## src/rtl/rxdma_pkg.sv

```systemverilog
package rxdma_pkg;

    typedef enum logic [3:0] {
        S_IDLE,
        S_ARM,
        S_RD_OWN,
        S_COLLECT,
        S_WR_DATA,
        S_WR_STAT,
        S_WR_OWN,
        S_RD_NEXT,
        S_DROP,
        S_HALT
    } seq_state_t;

    localparam int NUM_FLAGS = 4;
    localparam int F_DONE    = 0;
    localparam int F_NULL    = 1;
    localparam int F_NOTOWN  = 2;
    localparam int F_MAXSZ   = 3;

    localparam int OWN_BIT   = 31;

endpackage

```

## src/rtl/rxdma_packer.sv

```systemverilog
module rxdma_packer #(
    parameter int LANES = 4
) (
    input  logic                      clk,
    input  logic                      rst_n,
    input  logic                      init,
    input  logic [$clog2(LANES)-1:0]  align,
    input  logic                      put,
    input  logic                      little,
    input  logic [7:0]                din,
    input  logic                      clr,
    output logic [8*LANES-1:0]        word,
    output logic [$clog2(LANES)-1:0]  lane,
    output logic                      has
);
    localparam int LW = $clog2(LANES);
    localparam int WW = 8 * LANES;

    logic [WW-1:0] word_nx;
    int            pos;

    always_comb begin
        pos     = little ? int'(lane) : (LANES - 1 - int'(lane));
        word_nx = word;
        word_nx[8*pos +: 8] = din;
    end

    always_ff @(posedge clk or negedge rst_n) begin
        if (!rst_n) begin
            word <= '0;
            lane <= '0;
            has  <= 1'b0;
        end else if (init) begin
            word <= '0;
            lane <= align;
            has  <= 1'b0;
        end else if (clr) begin
            word <= '0;
            has  <= 1'b0;
        end else if (put) begin
            word <= word_nx;
            lane <= lane + LW'(1);
            has  <= 1'b1;
        end
    end

endmodule

```

## src/rtl/rxdma_bufaddr.sv

```systemverilog
module rxdma_bufaddr #(
    parameter int AW   = 32,
    parameter int STEP = 4
) (
    input  logic          clk,
    input  logic          rst_n,
    input  logic          load,
    input  logic [AW-1:0] base,
    input  logic          step,
    input  logic          dec,
    output logic [AW-1:0] addr
);
    localparam logic [AW-1:0] INC = AW'(STEP);

    always_ff @(posedge clk or negedge rst_n) begin
        if (!rst_n)
            addr <= '0;
        else if (load)
            addr <= base;
        else if (step)
            addr <= dec ? (addr - INC) : (addr + INC);
    end

endmodule

```

## src/rtl/rxdma_flags.sv

```systemverilog
module rxdma_flags #(
    parameter int N = 4
) (
    input  logic         clk,
    input  logic         rst_n,
    input  logic         clr,
    input  logic [N-1:0] ev,
    input  logic [N-1:0] ie,
    output logic [N-1:0] sts,
    output logic [N-1:0] irq
);
    always_ff @(posedge clk or negedge rst_n) begin
        if (!rst_n) begin
            sts <= '0;
            irq <= '0;
        end else if (clr) begin
            sts <= '0;
            irq <= '0;
        end else begin
            sts <= sts | ev;
            irq <= ev & ie;
        end
    end

    AST_IRQ_HAS_FLAG: assert property (@(posedge clk) disable iff (!rst_n)
        (irq & ~sts) == '0);

endmodule

```

## src/rtl/rxdesc_dma_seq.sv

```systemverilog
module rxdesc_dma_seq #(
    parameter int MAX_LEN = 1520,
    parameter int LEN_W   = 16,
    parameter int STAT_W  = 16
) (
    input  logic        clk,
    input  logic        rst_n,
    input  logic        cfg_enable,
    input  logic        cfg_soft_rst,
    input  logic        cfg_skip,
    input  logic        cfg_addr_dec,
    input  logic        cfg_little,
    input  logic [1:0]  cfg_align,
    input  logic [3:0]  cfg_irq_en,
    input  logic [31:0] start_desc,
    input  logic        rx_valid,
    output logic        rx_ready,
    input  logic [7:0]  rx_byte,
    input  logic        rx_last,
    input  logic [15:0] rx_stat,
    output logic        mem_req,
    output logic        mem_we,
    output logic [31:0] mem_addr,
    output logic [31:0] mem_wdata,
    input  logic        mem_ack,
    input  logic [31:0] mem_rdata,
    output logic [3:0]  sts,
    output logic [3:0]  irq
);
    import rxdma_pkg::*;

    localparam int                 AW       = 32;
    localparam int                 LANES    = 4;
    localparam logic [AW-1:0]      OFS_STAT = AW'(8);
    localparam logic [AW-1:0]      OFS_NEXT = AW'(12);
    localparam logic [LEN_W-1:0]   LEN_CAP  = LEN_W'(MAX_LEN);

    seq_state_t st, st_nx;

    logic [AW-1:0]          cur_desc;
    logic [AW-1:0]          own_q;
    logic [LEN_W-1:0]       len_q;
    logic                   over_q;
    logic                   last_q;
    logic [STAT_W-1:0]      stat_q;

    logic [NUM_FLAGS-1:0]   ev;
    logic [AW-1:0]          pk_word;
    logic [1:0]             pk_lane;
    logic                   pk_has;
    logic                   pk_init, pk_put, pk_clr;
    logic                   ba_load, ba_step;
    logic [AW-1:0]          ba_base;
    logic [AW-1:0]          buf_addr;
    logic                   rx_fire;
    logic                   store;
    logic                   owned;

    assign rx_fire = rx_valid && rx_ready;
    assign store   = rx_fire && (st == S_COLLECT) && (len_q < LEN_CAP);
    assign owned   = mem_rdata[OWN_BIT];
    assign ba_base = {1'b0, mem_rdata[AW-2:2], 2'b00};

    // state register
    always_ff @(posedge clk or negedge rst_n) begin
        if (!rst_n)
            st <= S_IDLE;
        else if (cfg_soft_rst)
            st <= S_IDLE;
        else
            st <= st_nx;
    end

    // next state
    always_comb begin
        st_nx = st;
        unique case (st)
            S_IDLE:    if (cfg_enable) st_nx = S_ARM;
            S_ARM:     if (rx_valid) st_nx = S_RD_OWN;
            S_RD_OWN:  if (mem_ack) begin
                           if (owned)         st_nx = S_COLLECT;
                           else if (cfg_skip) st_nx = S_DROP;
                           else               st_nx = S_HALT;
                       end
            S_COLLECT: if (rx_valid) begin
                           if (store) begin
                               if (pk_lane == 2'd3 || rx_last) st_nx = S_WR_DATA;
                           end else if (rx_last) begin
                               st_nx = pk_has ? S_WR_DATA : S_WR_STAT;
                           end
                       end
            S_WR_DATA: if (mem_ack) st_nx = last_q ? S_WR_STAT : S_COLLECT;
            S_WR_STAT: if (mem_ack) st_nx = S_WR_OWN;
            S_WR_OWN:  if (mem_ack) st_nx = S_RD_NEXT;
            S_RD_NEXT: if (mem_ack) st_nx = (mem_rdata == '0) ? S_HALT : S_ARM;
            S_DROP:    if (rx_valid && rx_last) st_nx = S_ARM;
            S_HALT:    st_nx = S_HALT;
            default:   st_nx = S_IDLE;
        endcase
    end

    // outputs and strobes
    always_comb begin
        rx_ready  = 1'b0;
        mem_req   = 1'b0;
        mem_we    = 1'b0;
        mem_addr  = '0;
        mem_wdata = '0;
        ev        = '0;
        pk_init   = 1'b0;
        pk_put    = store;
        pk_clr    = 1'b0;
        ba_load   = 1'b0;
        ba_step   = 1'b0;
        unique case (st)
            S_RD_OWN: begin
                mem_req  = 1'b1;
                mem_addr = cur_desc;
                if (mem_ack) begin
                    ev[F_NOTOWN] = !owned;
                    pk_init      = owned;
                    ba_load      = owned;
                end
            end
            S_COLLECT: begin
                rx_ready = 1'b1;
                ev[F_MAXSZ] = rx_valid && (len_q == LEN_CAP) && !over_q;
            end
            S_WR_DATA: begin
                mem_req   = 1'b1;
                mem_we    = 1'b1;
                mem_addr  = buf_addr;
                mem_wdata = pk_word;
                pk_clr    = mem_ack;
                ba_step   = mem_ack;
            end
            S_WR_STAT: begin
                mem_req   = 1'b1;
                mem_we    = 1'b1;
                mem_addr  = cur_desc + OFS_STAT;
                mem_wdata = 32'({stat_q, len_q});
            end
            S_WR_OWN: begin
                mem_req   = 1'b1;
                mem_we    = 1'b1;
                mem_addr  = cur_desc;
                mem_wdata = own_q & ~(32'd1 << OWN_BIT);
                ev[F_DONE] = mem_ack;
            end
            S_RD_NEXT: begin
                mem_req  = 1'b1;
                mem_addr = cur_desc + OFS_NEXT;
                ev[F_NULL] = mem_ack && (mem_rdata == '0);
            end
            S_DROP:  rx_ready = 1'b1;
            default: ;
        endcase
    end

    // datapath registers
    always_ff @(posedge clk or negedge rst_n) begin
        if (!rst_n) begin
            cur_desc <= '0;
            own_q    <= '0;
            len_q    <= '0;
            over_q   <= 1'b0;
            last_q   <= 1'b0;
            stat_q   <= '0;
        end else if (!cfg_soft_rst) begin
            if (st == S_IDLE && cfg_enable)
                cur_desc <= start_desc;
            if (st == S_RD_OWN && mem_ack) begin
                own_q  <= mem_rdata;
                len_q  <= '0;
                over_q <= 1'b0;
                last_q <= 1'b0;
            end
            if (st == S_COLLECT && rx_fire) begin
                if (store)
                    len_q <= len_q + LEN_W'(1);
                else
                    over_q <= 1'b1;
                if (rx_last) begin
                    last_q <= 1'b1;
                    stat_q <= STAT_W'(rx_stat);
                end
            end
            if (st == S_RD_NEXT && mem_ack && mem_rdata != '0)
                cur_desc <= mem_rdata;
        end
    end

    rxdma_packer #(.LANES(LANES)) u_pack (
        .clk    (clk),
        .rst_n  (rst_n),
        .init   (pk_init),
        .align  (cfg_align),
        .put    (pk_put),
        .little (cfg_little),
        .din    (rx_byte),
        .clr    (pk_clr),
        .word   (pk_word),
        .lane   (pk_lane),
        .has    (pk_has)
    );

    rxdma_bufaddr #(.AW(AW), .STEP(LANES)) u_addr (
        .clk   (clk),
        .rst_n (rst_n),
        .load  (ba_load),
        .base  (ba_base),
        .step  (ba_step),
        .dec   (cfg_addr_dec),
        .addr  (buf_addr)
    );

    rxdma_flags #(.N(NUM_FLAGS)) u_flags (
        .clk   (clk),
        .rst_n (rst_n),
        .clr   (cfg_soft_rst),
        .ev    (ev),
        .ie    (cfg_irq_en),
        .sts   (sts),
        .irq   (irq)
    );

    AST_REQ_HOLD: assert property (@(posedge clk) disable iff (!rst_n)
        (mem_req && !mem_ack && !cfg_soft_rst) |=>
        (mem_req && $stable(mem_addr) && $stable(mem_we) && $stable(mem_wdata)));

    AST_STAT_THEN_RELEASE: assert property (@(posedge clk) disable iff (!rst_n)
        (mem_req && mem_we && mem_ack && (mem_addr == cur_desc + OFS_STAT) && !cfg_soft_rst) |=>
        (mem_req && mem_we && (mem_addr == cur_desc) && !mem_wdata[OWN_BIT]));

    AST_LEN_CAP: assert property (@(posedge clk) disable iff (!rst_n)
        len_q <= LEN_CAP);

    AST_SOFT_RST: assert property (@(posedge clk) disable iff (!rst_n)
        cfg_soft_rst |=> (sts == '0 && !mem_req && !rx_ready));

endmodule

```

## config.mk

```make
export PLATFORM = sky130hd
export DESIGN_NAME = rxdesc_dma_seq
export DESIGN_NICKNAME = d
export VERILOG_FILES = /design/src/rtl/rxdma_pkg.sv /design/src/rtl/rxdma_packer.sv /design/src/rtl/rxdma_bufaddr.sv /design/src/rtl/rxdma_flags.sv /design/src/rtl/rxdesc_dma_seq.sv
export SDC_FILE = /design/constraint.sdc
export NUM_CORES = 1
export LEC_CHECK = 0
export BUFFER_PORTS_ARGS = -buffer_cell sky130_fd_sc_hd__buf_2
export CAP_MARGIN = 10
export CORE_MARGIN = 2
export CORE_UTILIZATION = 50
export DETAILED_ROUTE_END_ITERATION = 12
export PLACE_DENSITY = 0.7
export SLEW_MARGIN = 20
export SYNTH_ARGS = -nofsm -noshare
export SYNTH_HDL_FRONTEND = slang
export SYNTH_HIERARCHICAL = 1
export SYNTH_SLANG_ARGS = --single-unit
```

## constraint.sdc

```tcl
create_clock -name clk -period 3.41 [get_ports clk]
set_input_delay 0.682 -clock clk [delete_from_list [all_inputs] [get_ports clk]]
set_output_delay 0.682 -clock clk [all_outputs]
set_load 0.005 [all_outputs]
```

==> reports/qor.txt, run 1 <==
crit end category = output port
Post-CTS Hold Buffers = 0
# Max-Cap Violations = 0
startpoint types = flop
outcome = complete, no violations
r2r setup slk = 0.55 ns
length of the first detailed-routing pass in iterations = 8
Peak supply drop = 0.000352 V
Worst Skew = 0.0125 ns
root buffer cell = clkbuf_16
Ports = 179
Crit-path slowest cell = dfrtp_1
CTS tree = built
crit-path max cell delay = 0.50 ns
vias in the first global route = 10.9k
Synth cell types = 96
Via-to-Cell Ratio = 6.39
Port-buffer cells = 178
P_leak = 0.00664 uW
row cnt = 56
first-pass GRT wire length = 62.3 mm
DIE HEIGHT = 158 um
M2 GR Usage = 51.0%
commonest non-fill, non-tap cell in the layout = buf_2
post-route ant nets = 0
Main synth FF type = dfrtp_1
initial DRC count = 1,028
crit path cell chain = nand4_2 > or2_2 > a2bb2oi_1 > or3b_2 > o211ai_1 > buf_2
final setup vio count = 0
cell count after placement = 1,763
path type of the worst setup path = flop to output port
HPWL Detailed = 30.0 mm
# diodes = 0
Seq/Total Area, Yosys = 37.1%
Clock Tree Buf Depth = 2
final net count = 1,605
H-tree Lvls = 4
gr busiest metal = met2
die width = 158 um
layout cells sized above 1 = 24.9%
critical path required time = 2.73 ns
All-Layer GR Usage = 33.0%
Remaining DRCs = 0
Post-synth ARST share = 100%
crit path DAT = 2.67 ns
YS warnings = 6
Clock Sinks = 176
Avg WL per Cell = 22.8 um
total CTS buffers = 17
Synth Area per Inst = 9.13 um^2
Layout Cell Area excl Fill = 0.0139 mm^2
Syn Inst Count = 1,300
Core ar. = 0.0234 mm^2
Seq cells post-synth = 176
Post-synth EDFFs = 0
DR vias = 11.5k
placed inst area = 0.0132 mm^2
HP Class = input pin to asynchronous set/reset pin
fmax = 298 MHz
Overflow after GRT = 0
initial antenna violation count = 0
Slew @ Worst Pin = 0.855 ns
latest clock arrival within the worst-skew pair = 0.43 ns
ratio of final minimum period to clock period = 98.4%
most frequent cells in the layout = buf_2 (177), dfrtp_1 (172), nand2_1 (131), a21oi_1 (80), inv_1 (76)
synthesis-to-finish area growth = 16.8%
worst hold slack = 0.253 ns
routability congestion estimate = 0.976
reg2reg end = u_addr/addr[28]$_DFFE_PN0N_
die area = 0.0250 mm^2
met3 Use GR = 6.95%
maximum fanout along the worst path = 8
crit path time final = 3.36 ns
Post-Syn Area = 0.0119 mm^2
Slew Limit Fails = 0
Max-slew headroom = 42.8%
non-filler instance count after layout = 1,798
Starting Density = 50.7%
Post-Route WL = 41.0 mm
final hold violation count = 0
grt met1 use = 45.3%
worst r2r src = u_addr/addr[2]$_DFFE_PN0N_
largest net degree at the start of global routing = 70
R2R depth = 9
Clk pin slew, worst setup/hold paths = 0.08 ns
PwrDens = 778 mW/mm^2
[critical path: cells and delay by family, from the launching register on]
kind / cells / cell delay, ns
AOI/OAI and AO/OA: 2 / 0.44
buffers and inverters: 1 / 0.17
and+or+nand+nor: 3 / 1.14
DFF: 1 / 0.50
[sequential cells by signal (all words and copies together) (netlist names), 16 cells and up]
register / count
cur_desc: 32
stat_q: 16
len_q: 16
u_pack/word: 32
own_q: 31
u_addr/addr: 32
[where the power goes]
group	switching [uW]	internal, uW	leakage [uW]	total, uW
registers	955	2850	0.00221	3810
logic	2770	2120	0.00414	4890
clock network	955	1130	0.000292	2090
total	4680	6110	0.00664	10800
[metal layers]
layer | wire (um) | up-vias | share of wire (%)
met5 | 0 | - | 0
met4 | 1780 | 0 | 4.3
met3 | 3650 | 104 | 8.9
met2 | 18200 | 621 | 44
met1 | 17300 | 5570 | 42
li1 | - | 5187 | -
[cells by family after synthesis]
family                   synth area share [%]
buffers and inverters                    6.27
other                                  0.0316
AO/OA/AOI/OAI                            22.7
adder cells (fa/ha/maj)                  3.65
multiplexers                             9.23
flip-flops                               37.1
AND/OR/NAND/NOR                          18.0
XOR/XNOR                                 3.03
[stage by stage]
| step | setup TNS (ns) | setup WS [ns] | total power (uW) | utilization [%] |
|---|---|---|---|---|
| final | 0 | 0.0536 | 10800 | 59.2 |
| after global routing | -0.00646 | -0.00646 | 11400 | 59.2 |
| after CTS | 0 | 0.00634 | 10600 | 58.9 |
| after detailed placement | 0 | 0.136 | 8490 | 56.2 |
| after global placement | 0 | 0.167 | 8410 | 56.2 |
| after floorplan | 0 | 0.575 | 6930 | - |
[synth_stat cells (9+ instances only)]
cell,instances,share of area (%)
inv_1,77,2.4
mux2i_1,51,4.3
a21o_1,24,1.5
xor2_1,9,0.66
nor4_1,21,1.1
o21ai_1,11,0.46
buf_2,15,0.63
a222oi_1,32,2.7
nor2_1,48,1.5
dfrtp_1,176,37
nor3_1,29,1.2
nand4_1,18,0.95
nor2b_1,9,0.47
ha_1,33,3.5
clkbuf_1,48,1.5
o211ai_1,12,0.76
xnor2_1,32,2.4
and2_1,15,0.79
o22ai_1,39,2.1
and3_1,16,0.84
nand3_1,40,1.7
o21ai_0,59,2.5
a21oi_1,81,3.4
a22oi_1,13,0.82
nand2_1,131,4.1
mux2_2,52,4.9
a211oi_1,11,0.70
[worst max-delay path by stage]
stage	start	endpoint	slack, ns	cells past startpoint
after floorplan	cfg_addr_dec	u_addr/addr[28]$_DFFE_PN0N_	0.58	9
after global placement	cfg_addr_dec	u_addr/addr[28]$_DFFE_PN0N_	0.17	10
after detailed placement	cfg_addr_dec	u_addr/addr[28]$_DFFE_PN0N_	0.14	10
after CTS	cur_desc[4]$_DFFE_PN0P_	mem_addr[19]	0.006	7
after global routing	cur_desc[4]$_DFFE_PN0P_	mem_addr[20]	-0.006	6
final	cur_desc[4]$_DFFE_PN0P_	mem_addr[20]	0.05	6
[final cells by class]
| type | instances | area (um^2) |
|---|---|---|
| Fill cell | 2148 | 9540 |
| Timing Repair Buffer | 232 | 1350 |
| Sequential cell | 176 | 4410 |
| Inverter | 77 | 293 |
| Multi-Input combinational cell | 963 | 6800 |
| Clock buffer | 18 | 439 |
| Tap cell | 319 | 399 |
| Clock inverter | 13 | 178 |
[timing repair]
action	4_1_cts	5_1_grt
buffers inserted	0	3
endpoints found under the setup margin	3	16
resized for setup	2	12
pin swaps	0	1
No activity file was read; power rests on OpenSTA's default activity.
==> run 2: changes to the inputs <==
--- a/config.mk
+++ b/config.mk
@@ -7,6 +7,7 @@
 export LEC_CHECK = 0
 export BUFFER_PORTS_ARGS = -buffer_cell sky130_fd_sc_hd__buf_2
 export CAP_MARGIN = 10
+export CORE_ASPECT_RATIO = 1.5
 export CORE_MARGIN = 2
 export CORE_UTILIZATION = 50
 export DETAILED_ROUTE_END_ITERATION = 12
==> run 2 against run 1 <==
Compared with the run above: via count up 0.29%; critical path depth did not move; clock-buffer cell count grew 2; die area barely moved; largest power group unchanged; highest routed layer is now met5.
==> reports/qor.txt, run 2 (synthesis gave the netlist of run 1 again) <==
outcome = complete, no violations
CP top delay family = simple AND/OR/NAND/NOR gates
crit path time final = 3.34 ns (-0.0184 ns)
Clk pin slew, worst setup/hold paths = 0.07 ns (about the same)
routability congestion estimate = 0.989 (+1.3%)
WP buf/inv = 1 (unchanged)
biggest regs = cur_desc (32), u_addr/addr (32), u_pack/word (32)
CTS tree = built
Post-CTS Hold Buffers = 0 (unchanged)
fill cell count = 2,160 (+0.56%)
latest clock arrival within the worst-skew pair = 0.44 ns (about the same)
Total Power = 10,900 uW (+1.1%)
ratio of final minimum period to clock period = 97.9% (-0.54 points)
R2R depth = 9 (unchanged)
Setup WS post-layout = 0.0720 ns (+0.0184 ns)
Final Util = 59.5% (+0.27 points)
Overflow after GRT = 0 (unchanged)
final hold violation count = 0 (unchanged)
crit end category = output port
maximum fanout along the worst path = 8 (unchanged)
total CTS buffers = 17 (unchanged)
reg2reg end = u_addr/addr[28]$_DFFE_PN0N_
Post-Route WL = 41.5 mm (+1.2%)
Via-to-Cell Ratio = 6.36 (-0.38%)
Ports = 179 (unchanged)
All-Layer GR Usage = 33.6% (+0.64 points)
worst hold slack = 0.290 ns (+0.0368 ns)
root buffer cell = clkbuf_16
HP Class = input pin to asynchronous set/reset pin
synthesis-to-finish area growth = 17.7%
die width = 130 um (-18%)
Core ar. = 0.0235 mm^2 (+0.34%)
r2r setup slk = 0.44 ns (-0.11 ns)
Slew Limit Fails = 0 (unchanged)
HPWL Detailed = 31.1 mm (+3.5%)
P_leak = 0.00670 uW (+0.91%)
Avg WL per Cell = 22.9 um (+0.53%)
final setup vio count = 0 (unchanged)
worst r2r src = u_addr/addr[3]$_DFFE_PN0N_
Peak supply drop = 0.000393 V (+12%)
commonest non-fill, non-tap cell in the layout = buf_2
DIE HEIGHT = 193 um (+22%)
RSZ-0062 raised after global routing = false
PwrDens = 780 mW/mm^2 (+0.30%)
Starting Density = 50.5% (-0.17 points)
final net count = 1,614 (+0.56%)
Slew @ Worst Pin = 0.835 ns (-0.0200 ns)
crit-path max cell delay = 0.47 ns (-0.03 ns)
Crit-path slowest cell = or3b_2
Worst Skew = 0.00897 ns (-0.00356 ns)
most frequent cells in the layout = buf_2 (177), dfrtp_1 (170), nand2_1 (131), a21oi_1 (80), inv_1 (76)
fmax = 300 MHz (+0.55%)
first-pass GRT wire length = 63.9 mm (+2.5%)
die area = 0.0250 mm^2 (about the same)
largest net degree at the start of global routing = 79 (+13%)
Clock Tree Buf Depth = 2 (unchanged)
layout cells sized above 1 = 25.9% (+0.97 points)
DR vias = 11.5k (+0.29%)
crit path cell chain = nand4_4 > or2_2 > a2bb2oi_2 > or3b_2 > o211ai_1 > buf_2
# Max-Cap Violations = 0 (unchanged)
row cnt = 69 (+23%)
initial DRC count = 1,084 (+5.4%)
path type of the worst setup path = flop to output port
vias in the first global route = 11.4k (+4.9%)
Remaining DRCs = 0 (unchanged)
critical path required time = 2.73 ns (about the same)
Clock Sinks = 176 (unchanged)
startpoint types = flop
post-place setup slack = 0.0781 ns (-0.0583 ns)
Port-buffer cells = 178 (unchanged)
crit path DAT = 2.66 ns (about the same)
post-route ant nets = 0 (unchanged)
H-tree Lvls = 4 (unchanged)
initial antenna violation count = 3 (+3)
length of the first detailed-routing pass in iterations = 9 (+1)
Max-slew headroom = 44.2% (+1.3 points)
## run 2: changes by cell type in the layout (fill, tap and decap cells not counted), sizes merged
cell and change:
clkbuf +2, diode +2, buf +9, clkinvlp -4, clkinv +3
## run 2: how the worst max path moves through the flow
stage	startpoint	slack [ns]	depth (start not counted)	to
detailed placement	cfg_addr_dec	0.08	10	u_addr/addr[28]$_DFFE_PN0N_
CTS	cur_desc[3]$_DFFE_PN0P_	-0.02	8	mem_addr[20]
global route	cur_desc[3]$_DFFE_PN0P_	0.007	8	mem_addr[31]
floorplan	cfg_addr_dec	0.58	9	u_addr/addr[28]$_DFFE_PN0N_
global placement	cfg_addr_dec	0.11	10	u_addr/addr[28]$_DFFE_PN0N_
finish	cur_desc[4]$_DFFE_PN0P_	0.07	6	mem_addr[20]
## run 2: cell type report
| class | instances | area (um^2) | share of cell area [%] |
|---|---|---|---|
| Tap cell | 319 | 399 | 2.86 |
| Antenna cell | 2 | 5.00 | 0.0358 |
| Timing Repair Buffer | 241 | 1430 | 10.3 |
| Multi-Input combinational cell | 963 | 6820 | 48.8 |
| Sequential cell | 176 | 4410 | 31.6 |
| Clock buffer | 20 | 457 | 3.27 |
| Clock inverter | 12 | 153 | 1.09 |
| Inverter | 77 | 289 | 2.07 |
## run 2: through the flow
| step | std cells | instance area [um^2] | TNS (ns) |
|---|---|---|---|
| after global placement | 1771 | 13200 | 0 |
| after floorplan | 1302 | 11900 | 0 |
| after detailed placement | 1771 | 13200 | 0 |
| after global routing | 1808 | 14000 | 0 |
| final | 1810 | 14000 | 0 |
| after CTS | 1803 | 13900 | -0.0363 |
## run 2: routing by layer
layer | vias to the layer above | global-route usage (%) | share of wire (%)
met5 | - | 0 | 0.031
met4 | 2 | 20.2 | 5.9
met3 | 145 | 6.07 | 7.5
met2 | 565 | 54.2 | 48
met1 | 5602 | 41.6 | 38
li1 | 5201 | - | -
## run 2: power by group
group	switching [uW]	leakage [uW]	total [uW]	internal, uW
Combinational	2940	0.00419	5140	2210
Sequential	849	0.00221	3710	2860
Clock	913	0.000302	2050	1140
Total	4700	0.00670	10900	6210
## run 2: worst reg2reg max path: stages (launching register included)
cell       delay (ns)
dfrtp_1          0.44
fa_1             0.41
a211oi_1         0.35
o211ai_1         0.28
a2111oi_2        0.49
nor2_1           0.15
a21oi_2          0.23
o21ai_1          0.12
mux2i_1          0.13
a221o_1          0.26
## run 2: timing repair
action / 4_1_cts / 5_1_grt
setup buffers: 0 / 4
hold endpoints to repair: 0 / 0
gates resized for setup: 10 / 12
pin swaps: 0 / 3
endpoints found under the setup margin: 15 / 7
